--- config.mk ---
export PLATFORM = sky130hd
export DESIGN_NAME = bus_arbiter_top
export DESIGN_NICKNAME = d
export VERILOG_FILES = /design/src/rtl/arb_pkg.sv /design/src/rtl/arb_ctrl_reg.sv /design/src/rtl/arb_grant_fsm.sv /design/src/rtl/arb_pin_ctrl.sv /design/src/rtl/bus_arbiter_top.sv
export SDC_FILE = /design/constraint.sdc
export NUM_CORES = 1
export LEC_CHECK = 0
export ABC_AREA = 0
export BUFFER_PORTS_ARGS = -buffer_cell sky130_fd_sc_hd__clkbuf_2
export CAP_MARGIN = 5
export CORE_AREA = 2 2 39 41
export CTS_CLUSTER_DIAMETER = 60
export CTS_CLUSTER_SIZE = 25
export DETAILED_ROUTE_END_ITERATION = 7
export DIE_AREA = 0 0 41 43
export PLACE_DENSITY = 0.57
export RECOVER_POWER = 100
export SLEW_MARGIN = 20
export SYNTH_ARGS = -nofsm -noshare
export SYNTH_HDL_FRONTEND = slang
export SYNTH_HIERARCHICAL = 1
export SYNTH_SLANG_ARGS = --single-unit
--- constraint.sdc ---
create_clock -name clk -period 1.6 [get_ports clk]
set_input_delay 0.16 -clock clk [delete_from_list [all_inputs] [get_ports clk]]
set_output_delay 0.16 -clock clk [all_outputs]
set_load 0.01 [all_outputs]
--- src/rtl/arb_pkg.sv ---
package arb_pkg;
  localparam int N_REQ      = 4;
  localparam int CTRL_W     = 4;
  localparam int CTRL_EXTEN = 0;
  localparam int CTRL_LOCK  = 1;
  localparam int CTRL_DRIVE = 2;
  localparam int GNT_EXT    = 0;
  localparam int GNT_REF    = 1;
  localparam int GNT_DMA    = 2;
  localparam int GNT_CPU    = 3;

  typedef enum logic [2:0] {
    OWN_IDLE = 3'd0,
    OWN_EXT  = 3'd1,
    OWN_REF  = 3'd2,
    OWN_DMA  = 3'd3,
    OWN_CPU  = 3'd4
  } owner_e;
endpackage

--- src/rtl/arb_ctrl_reg.sv ---
module arb_ctrl_reg
  import arb_pkg::*;
#(
  parameter int W = CTRL_W
) (
  input  logic         clk,
  input  logic         rst_n,
  input  logic         we,
  input  logic [W-1:0] wdata,
  output logic [W-1:0] rdata,
  output logic         ext_en,
  output logic         lock_en,
  output logic         drive_en
);
  localparam logic [W-1:0] WR_MASK =
    W'((1 << CTRL_EXTEN) | (1 << CTRL_LOCK) | (1 << CTRL_DRIVE));

  logic [W-1:0] ctrl_q;

  always_ff @(posedge clk or negedge rst_n) begin
    if (!rst_n)  ctrl_q <= '0;
    else if (we) ctrl_q <= wdata & WR_MASK;
  end

  assign rdata    = ctrl_q;
  assign ext_en   = ctrl_q[CTRL_EXTEN];
  assign lock_en  = ctrl_q[CTRL_LOCK];
  assign drive_en = ctrl_q[CTRL_DRIVE];
endmodule

--- src/rtl/arb_grant_fsm.sv ---
module arb_grant_fsm
  import arb_pkg::*;
#(
  parameter int N = N_REQ
) (
  input  logic         clk,
  input  logic         rst_n,
  input  logic         req_ext,
  input  logic         req_ref,
  input  logic         req_dma,
  input  logic         dma_burst,
  input  logic         ext_en,
  input  logic         lock_en,
  output logic [N-1:0] gnt
);
  owner_e owner_q, owner_d;
  logic   burst_q;
  logic   blocked, el_ext, el_ref, el_dma, any_el;

  assign blocked = lock_en && burst_q;
  assign el_ext  = req_ext && ext_en && !blocked;
  assign el_ref  = req_ref && !blocked;
  assign el_dma  = req_dma;
  assign any_el  = el_ext || el_ref || el_dma;

  always_comb begin
    owner_d = owner_q;
    unique case (owner_q)
      OWN_IDLE: begin
        if      (el_ext) owner_d = OWN_EXT;
        else if (el_ref) owner_d = OWN_REF;
        else if (el_dma) owner_d = OWN_DMA;
        else             owner_d = OWN_CPU;
      end
      OWN_EXT: if (!req_ext) owner_d = OWN_IDLE;
      OWN_REF: if (!req_ref) owner_d = OWN_IDLE;
      OWN_DMA: if (!req_dma) owner_d = OWN_IDLE;
      OWN_CPU: if (any_el)   owner_d = OWN_IDLE;
      default: owner_d = OWN_IDLE;
    endcase
  end

  always_ff @(posedge clk or negedge rst_n) begin
    if (!rst_n) begin
      owner_q <= OWN_IDLE;
      burst_q <= 1'b0;
    end else begin
      owner_q <= owner_d;
      if (owner_q == OWN_DMA) burst_q <= dma_burst;
    end
  end

  always_comb begin
    gnt = '0;
    gnt[GNT_EXT] = (owner_q == OWN_EXT);
    gnt[GNT_REF] = (owner_q == OWN_REF);
    gnt[GNT_DMA] = (owner_q == OWN_DMA);
    gnt[GNT_CPU] = (owner_q == OWN_CPU);
  end


  gnt_onehot_chk: assert property (@(posedge clk) disable iff (!rst_n)
    $onehot0(gnt));

  gap_between_owners_chk: assert property (@(posedge clk) disable iff (!rst_n)
    (gnt != '0) |=> (gnt == '0 || gnt == $past(gnt)));

  ext_hold_chk: assert property (@(posedge clk) disable iff (!rst_n)
    (gnt[GNT_EXT] && req_ext) |=> gnt[GNT_EXT]);

  burst_lockout_chk: assert property (@(posedge clk) disable iff (!rst_n)
    (lock_en && burst_q && owner_q == OWN_IDLE) |=> !(gnt[GNT_EXT] || gnt[GNT_REF]));
endmodule

--- src/rtl/arb_pin_ctrl.sv ---
module arb_pin_ctrl (
  input  logic released,
  input  logic standby,
  input  logic drive_en,
  output logic pin_oe
);
  always_comb begin
    if (released)     pin_oe = 1'b0;
    else if (standby) pin_oe = drive_en;
    else              pin_oe = 1'b1;
  end
endmodule

--- src/rtl/bus_arbiter_top.sv ---
module bus_arbiter_top
  import arb_pkg::*;
(
  input  logic              clk,
  input  logic              rst_n,
  input  logic              req_ext,
  input  logic              req_ref,
  input  logic              req_dma,
  input  logic              dma_burst,
  input  logic              standby,
  input  logic              ctrl_we,
  input  logic [CTRL_W-1:0] ctrl_wdata,
  output logic [CTRL_W-1:0] ctrl_rdata,
  output logic [N_REQ-1:0]  gnt,
  output logic              pin_oe
);
  logic ext_en, lock_en, drive_en;

  arb_ctrl_reg #(.W(CTRL_W)) u_ctrl (
    .clk(clk), .rst_n(rst_n), .we(ctrl_we), .wdata(ctrl_wdata),
    .rdata(ctrl_rdata), .ext_en(ext_en), .lock_en(lock_en), .drive_en(drive_en)
  );

  arb_grant_fsm #(.N(N_REQ)) u_fsm (
    .clk(clk), .rst_n(rst_n), .req_ext(req_ext), .req_ref(req_ref),
    .req_dma(req_dma), .dma_burst(dma_burst), .ext_en(ext_en),
    .lock_en(lock_en), .gnt(gnt)
  );

  arb_pin_ctrl u_pin (
    .released(gnt[GNT_EXT]), .standby(standby), .drive_en(drive_en),
    .pin_oe(pin_oe)
  );


  ext_disabled_chk: assert property (@(posedge clk) disable iff (!rst_n)
    (!ext_en && !gnt[GNT_EXT]) |=> !gnt[GNT_EXT]);

  reserved_zero_chk: assert property (@(posedge clk) disable iff (!rst_n)
    ctrl_we |=> (ctrl_rdata[3] == 1'b0));
endmodule

==> parameters.txt <==
Parameter                              Value

STA
  Min Hold Slack ... approximately 0.13 ns
  Portion of the clock cycle consumed by the worst path in the final layout ... ~87%
  Setup ws final ... 0.204 ns
  Unrepaired setup endpoints after global routing ... false
  Maximum clock rate ... 717 MHz
  # setup viols final ... 0
  Number of pins with negative max-slew slack in the final report ... 0
  Setup TNS Final ... 0 ns
  Count of endpoints failing hold in the final timing report ... 0
  Setup skew after layout ... 0.00211 ns
  Post-route minimum period ... approximately 1.4 ns

Synthesis
  Cell area after synthesis ... just over 400 um2
  Fraction of post-synthesis cell area in the top cell type by area ... 43.3%
  Post-synthesis cell type count ... 23
  Number of nets produced by synthesis ... 49
  Area contributors post-synth ... dfrtp_1 43%, mux2_2 8.4%, buf_4 7.4%, nor3b_1 3.7%, nor3b_2 3.1%
  Mean cell area of the mapped netlist ... 10.9 um2
  Number of storage elements in the synthesis netlist ... 7
  Largest area contributor in the netlist ... dfrtp_1
  Number of cells produced by synthesis ... 37
  Sequential area share after synthesis ... 43.3%
  Total of warnings raised by yosys ... 6

Die
  Floorplan die area ... approximately 0.0018 mm2
  Total number of placement rows ... 14
  Vert. Die Dim ... roughly 43 um
  Floorplan core area ... 0.00138 mm2
  Initial standard-cell utilization of the core ... 29.2%
  Width of the chip ... ~40 um
  IO Count ... 21

Routing
  Routed vias ... 331
  Remaining design rule violation count ... 0
  Total wirelength of the detailed-routed design ... 714 um
  Routed via count divided by cell count ... around 4.7
  Iter 0 DRT Violations ... 10
  First-pass detailed-route iteration total ... 4
  Final antenna-violating net count ... 0
  Average routed wire per standard cell ... 10.1 um

Outcome
  Run status ... finished clean

Placed design
  Setup Slack @ Placement ... ~0.37 ns
  Placement-stage cell area ... 473 um2
  Final GP Congestion ... 0.722
  Placed wire-length estimate after detailed placement ... approximately 570 um
  Placed insts ... 66
  Input/output buffers ... 18

Worst setup path
  Cells traversed along the worst timing path ... nor3b_1 > clkbuf_1
  Type of the worst setup path ... flip-flop to primary output
  WP data required ... 1.44 ns
  Data arrival time of the critical path ... 1.24 ns
  Max stage delay on crit path ... 0.47 ns
  Worst-path maximum fanout ... 9
  Nature of the critical path endpoint ... primary output
  Cell type group with the largest total delay on the critical path ... flip-flops
  Setup crit start kind ... flip-flop
  Buffers plus inverters on the worst setup path ... 1
  Critical path's slowest cell ... dfrtp_1

Clock network
  Register clock-pin slew on the reported worst setup and hold paths ... 0.05 ns
  Skew-Pair Late Insertion Delay ... 0.25 ns
  Number of buffers inserted during clock tree synthesis ... 3
  TritonCTS clock tree ... built
  Deepest level of the CTS H-tree ... 1
  Number of cells upsized or downsized after cts ... 0
  Number of clock sinks ... 7
  Maximum clock insertion buffer count ... 2
  Cell at the root of the clock tree ... clkbuf_4

Pwr
  Power density over the cells ... 1470 mW/mm2
  Tot Pwr ... 734 uW
  Leakage power ... 0.218 nW
  VDD IR max ... 0.000767 V

Finish
  Count of fill cells added during filler insertion ... 157
  Post-route standard cell area excluding fillers ... roughly 500 um2
  Total inserted antenna cells ... 0
  Signed area change from the synthesized netlist to the final layout ... 23.2%
  Total area of sequential cells ... 175 um2
  End-of-flow core utilization ... between 30% and 40%
  Fraction of layout cells with a size suffix above 1 ... 30.9%
  Final-stage net count ... 68
  Area of the multi-input gates ... 180 um2
  Post-route non-filler standard cell count ... 71

GRT
  Global-route wire length before repair ... 1.26 mm
  Total overflow reported by the global router ... 0
  Vias in the first global route ... roughly 310
  Pin count of the biggest net entering global routing ... 10
  All-Layer GR Usage ... 10.5%
  Initial antenna violation count ... 0

Hold path
  Hold crit path type ... input pin to flip-flop

Run
  Max-cap violation count ... 0
-- report_power, final --
| part | internal, mW | total, mW | leakage, nW | switching [mW] |
|---|---|---|---|---|
| logic | 0.144 | 0.284 | 0.118 | 0.140 |
| clock network | 0.0948 | 0.155 | 0.0150 | 0.0601 |
| registers | 0.228 | 0.295 | 0.0850 | 0.0671 |
-- layout make-up --
cell class	count	share of cell area, %
tap	16	4.02
inverter	2	1.51
clock buffer	4	5.28
multi-input combinational	23	36.2
timing repair buffer	19	17.8
sequential	7	35.2
-- cell usage after synthesis (all sizes together) --
cell and number:
dfrtp 7, buf 5, mux2 4, nor3b 3
a21oi 2, inv 2, nand2 2, a21boi 1
a221oi 1, a311o 1, a31o 1, conb 1
mux2i 1, nor2 1, nor2b 1, nor3 1
o21a 1, o32ai 1, or3 1
-- registers in the layout, summed over array words and instances (netlist names) --
| name | cells |
|---|---|
| u_fsm/burst_q | 1 |
| u_fsm/owner_q | 3 |
| u_ctrl/rdata | 3 |
-- final timing paths --
kind / from / end / slack [ns] / cells after the start
worst max-delay path: u_fsm/owner_q[0] / gnt[0] / 0.20 / 2
worst min-delay path: dma_burst / u_fsm/burst_q / 0.13 / 2
worst max register to register: u_fsm/owner_q[2] / u_fsm/owner_q[1] / 0.37 / 3
worst min register to register: u_fsm/burst_q / u_fsm/burst_q / 0.48 / 1
max in group asynchronous: rst_n / u_fsm/owner_q[0] / 1.00 / 2
min in group asynchronous: rst_n / u_ctrl/rdata[2] / 0.33 / 2
-- layout by cell type (no fill, tap or decap), types with 2 or more instances in the layout --
| master | netlist | layout |
|---|---|---|
| clkbuf_1 | 0 | 10 |
| inv_1 | 2 | 2 |
| nor3b_1 | 2 | 2 |
| mux2_2 | 3 | 3 |
| clkbuf_2 | 0 | 9 |
| dfrtp_1 | 7 | 7 |
| nand2_1 | 2 | 2 |
| clkbuf_4 | 0 | 3 |
-- logic make-up after synthesis --
group	Yosys count	synth area share, %
AND/OR/NAND/NOR	9	13.9
AO/OA/AOI/OAI	8	16.1
flip-flops	7	43.3
buffers and inverters	7	12.1
multiplexers	5	13.6
other	1	0.928
-- metal layers --
metal / GRT usage (%) / vias to the layer above / wire length (um)
li1: - / 164 / -
met1: 13.2 / 147 / 308
met2: 15.0 / 20 / 313
met3: 6.81 / 0 / 92
met4: 2.00 / 0 / 0
met5: 0 / - / 0
-- worst reg2reg max path: cells and delay by family, from the launching register on --
kind,cells,cell delay [ns]
DFF,1,0.44
and+or+nand+nor,1,0.39
AOI/OAI and AO/OA,2,0.30
-- repair_timing --
action / in CTS / in global routing
setup buffers: 0 / 0
hold endpoints to repair: 7 / 0
hold buffers: 1 / 0
No activity file was read; power rests on OpenSTA's default activity.
